`src/rtl/irqf_pkg.sv`:
```
package irqf_pkg;

  typedef struct packed {
    logic mstart;
    logic mbyte;
    logic alframe;
    logic alirq;
    logic nack;
    logic smatch;
    logic sbyte;
    logic stop;
  } irq_src_t;

  localparam int NUM_SRC = $bits(irq_src_t);

endpackage

```
`src/rtl/irqf_byte_timing.sv`:
```
module irqf_byte_timing #(
  parameter int BYTE_BITS = 8,
  parameter int IDX_W     = 4
) (
  input  logic             wait_en,
  input  logic             scl_rise,
  input  logic             scl_fall,
  input  logic [IDX_W-1:0] bit_idx,
  output logic             byte_end,
  output logic             ninth_rise
);
  localparam logic [IDX_W-1:0] WAIT_IDX = IDX_W'(BYTE_BITS);
  localparam logic [IDX_W-1:0] ACK_IDX  = IDX_W'(BYTE_BITS + 1);

  logic last_data_fall;

  always_comb begin
    last_data_fall = scl_fall && (bit_idx == WAIT_IDX);
    ninth_rise     = scl_rise && (bit_idx == ACK_IDX);
    byte_end       = wait_en ? last_data_fall : ninth_rise;
  end
endmodule

```
`src/rtl/irqf_master_track.sv`:
```
module irqf_master_track (
  input  logic clk,
  input  logic rst,
  input  logic start_det,
  input  logic stop_any,
  input  logic arb_lost,
  input  logic ninth_rise,
  output logic al_frame_hit
);
  logic first_frame_q;
  logic al_lat_q;

  // first frame after a start runs until its 9th clock rises
  always_ff @(posedge clk) begin
    if (rst) begin
      first_frame_q <= 1'b0;
    end else if (start_det) begin
      first_frame_q <= 1'b1;
    end else if (ninth_rise) begin
      first_frame_q <= 1'b0;
    end
  end

  // arbitration loss is remembered until the next start or stop
  always_ff @(posedge clk) begin
    if (rst) begin
      al_lat_q <= 1'b0;
    end else if (arb_lost) begin
      al_lat_q <= 1'b1;
    end else if (start_det || stop_any) begin
      al_lat_q <= 1'b0;
    end
  end

  always_comb begin
    al_frame_hit = al_lat_q && first_frame_q && ninth_rise;
  end
endmodule

```
`src/rtl/irqf_slave_window.sv`:
```
module irqf_slave_window (
  input  logic clk,
  input  logic rst,
  input  logic open_req,
  input  logic close_req,
  output logic window_q
);
  always_ff @(posedge clk) begin
    if (rst) begin
      window_q <= 1'b0;
    end else if (close_req) begin
      window_q <= 1'b0;
    end else if (open_req) begin
      window_q <= 1'b1;
    end
  end
endmodule

```
`src/rtl/irqf_flag_reg.sv`:
```
module irqf_flag_reg #(
  parameter int NUM_SRC = 8
) (
  input  logic               clk,
  input  logic               rst,
  input  logic [NUM_SRC-1:0] src,
  input  logic               clr_we,
  input  logic               clr_wdata,
  output logic               set_any,
  output logic               flag_q
);
  logic clr_hit;

  always_comb begin
    set_any = |src;
    clr_hit = clr_we && !clr_wdata;
  end

  always_ff @(posedge clk) begin
    if (rst) begin
      flag_q <= 1'b0;
    end else if (set_any) begin
      flag_q <= 1'b1;
    end else if (clr_hit) begin
      flag_q <= 1'b0;
    end
  end
endmodule

```
`src/rtl/i2c_irq_flag_gen.sv`:
```
module i2c_irq_flag_gen
  import irqf_pkg::*;
#(
  parameter  int BYTE_BITS = 8,
  localparam int IDX_W     = $clog2(BYTE_BITS + 2)
) (
  input  logic             clk,
  input  logic             rst,
  input  logic             mode_master,
  input  logic             wait_en,
  input  logic             ack_chk_en,
  input  logic             al_irq_en,
  input  logic             stop_irq_mask,
  input  logic             start_req,
  input  logic             start_det,
  input  logic             stop_det,
  input  logic             err_stop_det,
  input  logic             scl_rise,
  input  logic             scl_fall,
  input  logic [IDX_W-1:0] bit_idx,
  input  logic             arb_lost,
  input  logic             addr_match,
  input  logic             gcall_det,
  input  logic             rw_bit,
  input  logic             ack_rx,
  input  logic             ack_val,
  input  logic             clr_we,
  input  logic             clr_wdata,
  output logic             irq
);
  logic     byte_end;
  logic     ninth_rise;
  logic     al_frame_hit;
  logic     window_q;
  logic     stop_any;
  logic     gcall_wr;
  logic     open_req;
  logic     set_any;
  logic     flag_q;
  irq_src_t src;

  always_comb begin
    stop_any = stop_det || err_stop_det;
    gcall_wr = gcall_det && !rw_bit;
    open_req = addr_match || gcall_wr;
  end

  irqf_byte_timing #(
    .BYTE_BITS (BYTE_BITS),
    .IDX_W     (IDX_W)
  ) u_timing (
    .wait_en    (wait_en),
    .scl_rise   (scl_rise),
    .scl_fall   (scl_fall),
    .bit_idx    (bit_idx),
    .byte_end   (byte_end),
    .ninth_rise (ninth_rise)
  );

  irqf_master_track u_mtrack (
    .clk          (clk),
    .rst          (rst),
    .start_det    (start_det),
    .stop_any     (stop_any),
    .arb_lost     (arb_lost),
    .ninth_rise   (ninth_rise),
    .al_frame_hit (al_frame_hit)
  );

  irqf_slave_window u_window (
    .clk       (clk),
    .rst       (rst),
    .open_req  (open_req),
    .close_req (start_det || stop_any),
    .window_q  (window_q)
  );

  always_comb begin
    src.mstart  = mode_master && start_det && start_req;
    src.mbyte   = mode_master && byte_end;
    src.alframe = mode_master && al_frame_hit;
    src.alirq   = al_irq_en && arb_lost;
    src.nack    = ack_chk_en && ack_rx && ack_val;
    src.smatch  = !mode_master && open_req;
    src.sbyte   = !mode_master && window_q && byte_end;
    src.stop    = !stop_irq_mask && stop_any;
  end

  irqf_flag_reg #(
    .NUM_SRC (NUM_SRC)
  ) u_flag (
    .clk       (clk),
    .rst       (rst),
    .src       (src),
    .clr_we    (clr_we),
    .clr_wdata (clr_wdata),
    .set_any   (set_any),
    .flag_q    (flag_q)
  );

  assign irq = flag_q;
endmodule

```
`config.mk`:
```
export PLATFORM = sky130hd
export DESIGN_NAME = i2c_irq_flag_gen
export DESIGN_NICKNAME = d
export VERILOG_FILES = /design/src/rtl/irqf_pkg.sv /design/src/rtl/irqf_byte_timing.sv /design/src/rtl/irqf_master_track.sv /design/src/rtl/irqf_slave_window.sv /design/src/rtl/irqf_flag_reg.sv /design/src/rtl/i2c_irq_flag_gen.sv
export SDC_FILE = /design/constraint.sdc
export NUM_CORES = 1
export LEC_CHECK = 0
export BUFFER_PORTS_ARGS = -buffer_cell sky130_fd_sc_hd__buf_2
export CAP_MARGIN = 30
export CORE_AREA = 10 10 47 49
export DETAILED_ROUTE_END_ITERATION = 8
export DIE_AREA = 0 0 57 59
export SLEW_MARGIN = 10
export SYNTH_ARGS = -nofsm -noshare
export SYNTH_HDL_FRONTEND = slang
export SYNTH_SLANG_ARGS = --single-unit
```
`constraint.sdc`:
```
create_clock -name clk -period 0.8 [get_ports clk]
set_input_delay 0.2 -clock clk [delete_from_list [all_inputs] [get_ports clk]]
set_output_delay 0.2 -clock clk [all_outputs]
set_load 0.05 [all_outputs]
```
; ---- Word-level counts from Yosys, hierarchy flattened
; Cells that the tools add are included.
[totals]
output_inout_bits = 1
input_bits = 25
elab_cells = 42
ff_bits = 4
[op_classes]
n_reduce_logical = 29
eq_ne = 2
muxes = 7
[op_table]
columns = cell, count
row1 = $logic_and 1x1->1, 17
row2 = $eq 4x4->1 const B, 2
row3 = $reduce_or 8->1, 1
row4 = $mux 1, 7
row5 = $reduce_bool 2->1, 3
row6 = $logic_not 1->1, 4
row7 = $logic_or 1x1->1, 3
row8 = $reduce_or 2->1, 1

; ---- Longest topological paths before layout
[depth]
ltp_word = 6
ltp_mapped = 4
depth_no_buf = 4

; ---- Modules after synthesis
; From an unflattened synthesis, not the netlist that was laid out.
[hier_totals]
cells_unflattened = 39
area_unflattened_um2 = 296.5
[by_module_without_submodules]
columns = mod, instances, seq_area_each_um2, cells_per_inst, area_each_um2
row1 = i2c_irq_flag_gen, 1, 0.0, 14, 83.8
row2 = irqf_master_track, 1, 40.0, 9, 78.8
row3 = irqf_flag_reg, 1, 20.0, 7, 63.8
row4 = irqf_byte_timing, 1, 0.0, 6, 36.3
row5 = irqf_slave_window, 1, 20.0, 3, 33.8

; ---- Worst setup path after synthesis
; OpenSTA, ideal clock, no wires.
[synth_path]
path_kind = reg-to-reg
start = register, netlist name u_flag.flag_q
end = register u_flag.flag_q
synth_period_minus_slack_ns = 1.126
path_stages_with_launch = 4
required_ns = 0.726
n_path_buf = 0
setup_time_ns = 0.074
path_slack_ns = -0.326
arrival_ns = 1.052
cell_sequence = dfxtp_1 -> o21ai_0 -> o2111a_1 -> a31oi_1
[synth_lines]
columns = item, line_no
row1 = end signal: assignment, irqf_flag_reg.sv:21  ; flag_q <= 1'b0;
row2 = end signal: assignment, irqf_flag_reg.sv:23  ; flag_q <= 1'b1;
row3 = end signal: assignment, irqf_flag_reg.sv:25  ; flag_q <= 1'b0;
row4 = end: declaration, irqf_flag_reg.sv:10  ; output logic flag_q

; ---- Final worst setup path
[layout_path]
start = register u_flag.flag_q
end = output irq
[layout_lines]
columns = item, line_no
row1 = end: declaration, i2c_irq_flag_gen.sv:29  ; output logic irq
; No word-level cell between the ends.

==> summary.txt <==
Clock Latency Late Sink -> 0.24 ns
Ranking of synthesized cells by area -> dfxtp_1, a21oi_1, nor3b_2
Reg2reg end -> u_flag.flag_q
Worst-path cell chain -> buf_8
DRT Pass-1 Iters -> 3
Reg-to-Reg Start -> u_mtrack.first_frame_q
Peak VDD IR -> 0.668 mV
Pin count of the biggest net entering global routing -> 5
Root buf cell -> clkbuf_4
Residual DRC -> 0
Crit path launch type -> flop
Bufs on Longest Clock Path -> 2
Syn_area_per_cell -> 8.13 µm²
GRT Util Overall -> 0.0577
Antenna violations before repair -> 0
Number of global-route vias before repair -> 379
Max-cap violations -> 0
Failing checks -> setup timing
Worst Hold Launch -> rst
Die width -> 57 µm
Worst path arrival time -> 0.73 ns
Crit Path Max Fanout -> 2
Unique masters post-synth -> 19
H-Tree Depth -> 1
Antenna Violating Nets Remaining -> 0
Layout Nets -> 85
Fin cells -> 75
CP Launch Point -> u_flag.flag_q
Seq/Total Area, Yosys -> 0.352
Placed insts -> 71
Most common cell after layout, fill and taps aside -> buf_2
Clock Sinks -> 4
Synth Register Bits -> 4
Post-detail-place hpwl -> 806 µm
Total number of vias -> 325
Setup TNS Final -> -0.226 ns
Routed WL -> 920 µm
First-pass GRT wire length -> 1.52 mm
Via density -> 4.33
Final Slew Violations -> 0
Final setup fails -> 2
Crit Path Category -> reg -> out
DIE HEIGHT -> 59 µm
Full die area -> 0.00336 mm²
RSZ-0062 raised after global routing -> yes
DP Worst Slack -> -0.177 ns
Synthesized cell area -> 228 µm²
Final worst slack -> -0.128 ns
Number of I/O pins -> 26
Post-synthesis cell count -> 28
Pwr Density -> 1510 mW/mm²
Area delta synth->final -> 88.5%
Status -> finished, violations left
Worst path depth -> 1
Postcts setup bufs -> 0
R2R Setup Slk -> -0.10 ns
Synth area leader -> dfxtp_1
IO buf count -> 25
TritonCTS clock tree -> done
Gr ovfl total -> 0
Max stage delay on crit path -> 0.34 ns
Worst-margin pin slew -> 0.222 ns
Most frequent cells in the layout -> buf_2, a21oi_1, nand2_1, clkbuf_4
Clock Skews -> 0.0100 ns
Layout cells sized above 1 -> 0.559
Detailed-route wire length per cell -> 12.3 µm
Worst reg2reg path depth -> 4
F_max -> 1.08 GHz
Detailed Route Iter0 Violations -> 4
Required @ worst endpoint -> 0.60 ns
Final Util -> 0.306
# rows -> 14
Worst hold path class -> in -> reg
Core Box Area -> 0.00140 mm²
# diodes -> 0
Critical Path End Type -> output port
Worst path slowest cell -> dfxtp_4
Clock slew seen by the registers of the worst setup and hold paths -> 0.04 ns
Number of buffers created by CTS -> 3
Cell family contributing the most delay on the critical path -> flip-flops
Post-Syn Nets -> 53
Time the worst path needs with I/O delays and setup -> 0.928 ns
Slew HR -> 0.851
Gp weighted congestion -> 0.716
Post-synth top area share -> 0.352
Critical Path End -> irq
Buf+Inv Stages, Crit Path -> 1
Synthesis Warnings -> 0
Final Hold Violating Endpoints -> 0
Initial core utilization -> 0.162
Tcrit/Tclk final -> 1.16
P_leak -> 0.212 nW
[worst min path at each step]
stage / end / slack [ns] / cells past startpoint
6_report: u_mtrack.first_frame_q / 0.16 / 2
5_1_grt: u_mtrack.first_frame_q / 0.16 / 2
4_1_cts: u_mtrack.first_frame_q / 0.17 / 2
3_5_place_dp: u_flag.flag_q / 0.42 / 2
3_3_place_gp: u_mtrack.first_frame_q / 0.42 / 2
2_1_floorplan: u_flag.flag_q / 0.26 / 1
[where the power goes]
group          internal (mW)  switching [mW]
clock                  0.188          0.0920
combinational         0.0839          0.0640
sequential             0.213         0.00708
[per-layer routing]
layer / GRT usage / vias up / wire (µm) / part of all wire
met1: 0.0552 / 135 / 364 / 0.40
li1: - / 169 / - / -
met4: 0.0403 / 0 / 25 / 0.027
met3: 0.0365 / 3 / 126 / 0.14
met2: 0.0899 / 18 / 405 / 0.44
met5: 0 / - / 0 / 0
[registers in the layout, summed over array words and instances, names as in the netlist]
| register | count |
|---|---|
| u_mtrack.first_frame_q | 1 |
| u_flag.flag_q | 1 |
| u_window.window_q | 1 |
| u_mtrack.al_lat_q | 1 |
[cells by family (layout without fill, tap and decap cells)]
kind of cell	Yosys count	count (layout)	share of synthesized area
buffers and inverters	2	33	0.0330
flip-flops	4	4	0.352
AO/OA/AOI/OAI	11	11	0.335
AND/OR/NAND/NOR	11	11	0.280
[per-stage QoR]
stage / cell area [µm²] / hold WS [ns] / power [mW]
floorplan: 231 / 0.260 / 0.275
global placement: 392 / 0.419 / 0.360
detailed placement: 392 / 0.422 / 0.361
CTS: 428 / 0.168 / 0.664
global route: 429 / 0.164 / 0.704
finish: 429 / 0.163 / 0.648
[cells in the mapped netlist]
cell / number
nand3_1: 1
nand2_1: 3
nor3b_1: 1
nor2b_1: 1
a21oi_1: 3
nor3b_2: 1
a31oi_1: 1
nor2_1: 2
a22o_1: 1
nor3_1: 1
o21bai_1: 1
dfxtp_1: 4
o211ai_1: 1
o22ai_1: 1
o2111a_1: 1
a32oi_1: 1
inv_1: 2
and4_1: 1
o21ai_0: 1
[cell type report]
type	count	area, µm²
clock buffers	4	26.3
fillers	183	972
inverters	2	7.51
multi-input cells	22	140
flip-flops and latches	4	85.1
well taps	16	20.0
repair buffers	27	150
[timing repair]
item                                    CTS  global route
endpoints found under the setup margin    2             2
hold endpoints to repair                  0             0
resized for setup                         3             1
pin swaps                                 0             0
hold buffers                              0             0
Note: power is estimated with default switching activity, not from simulation.
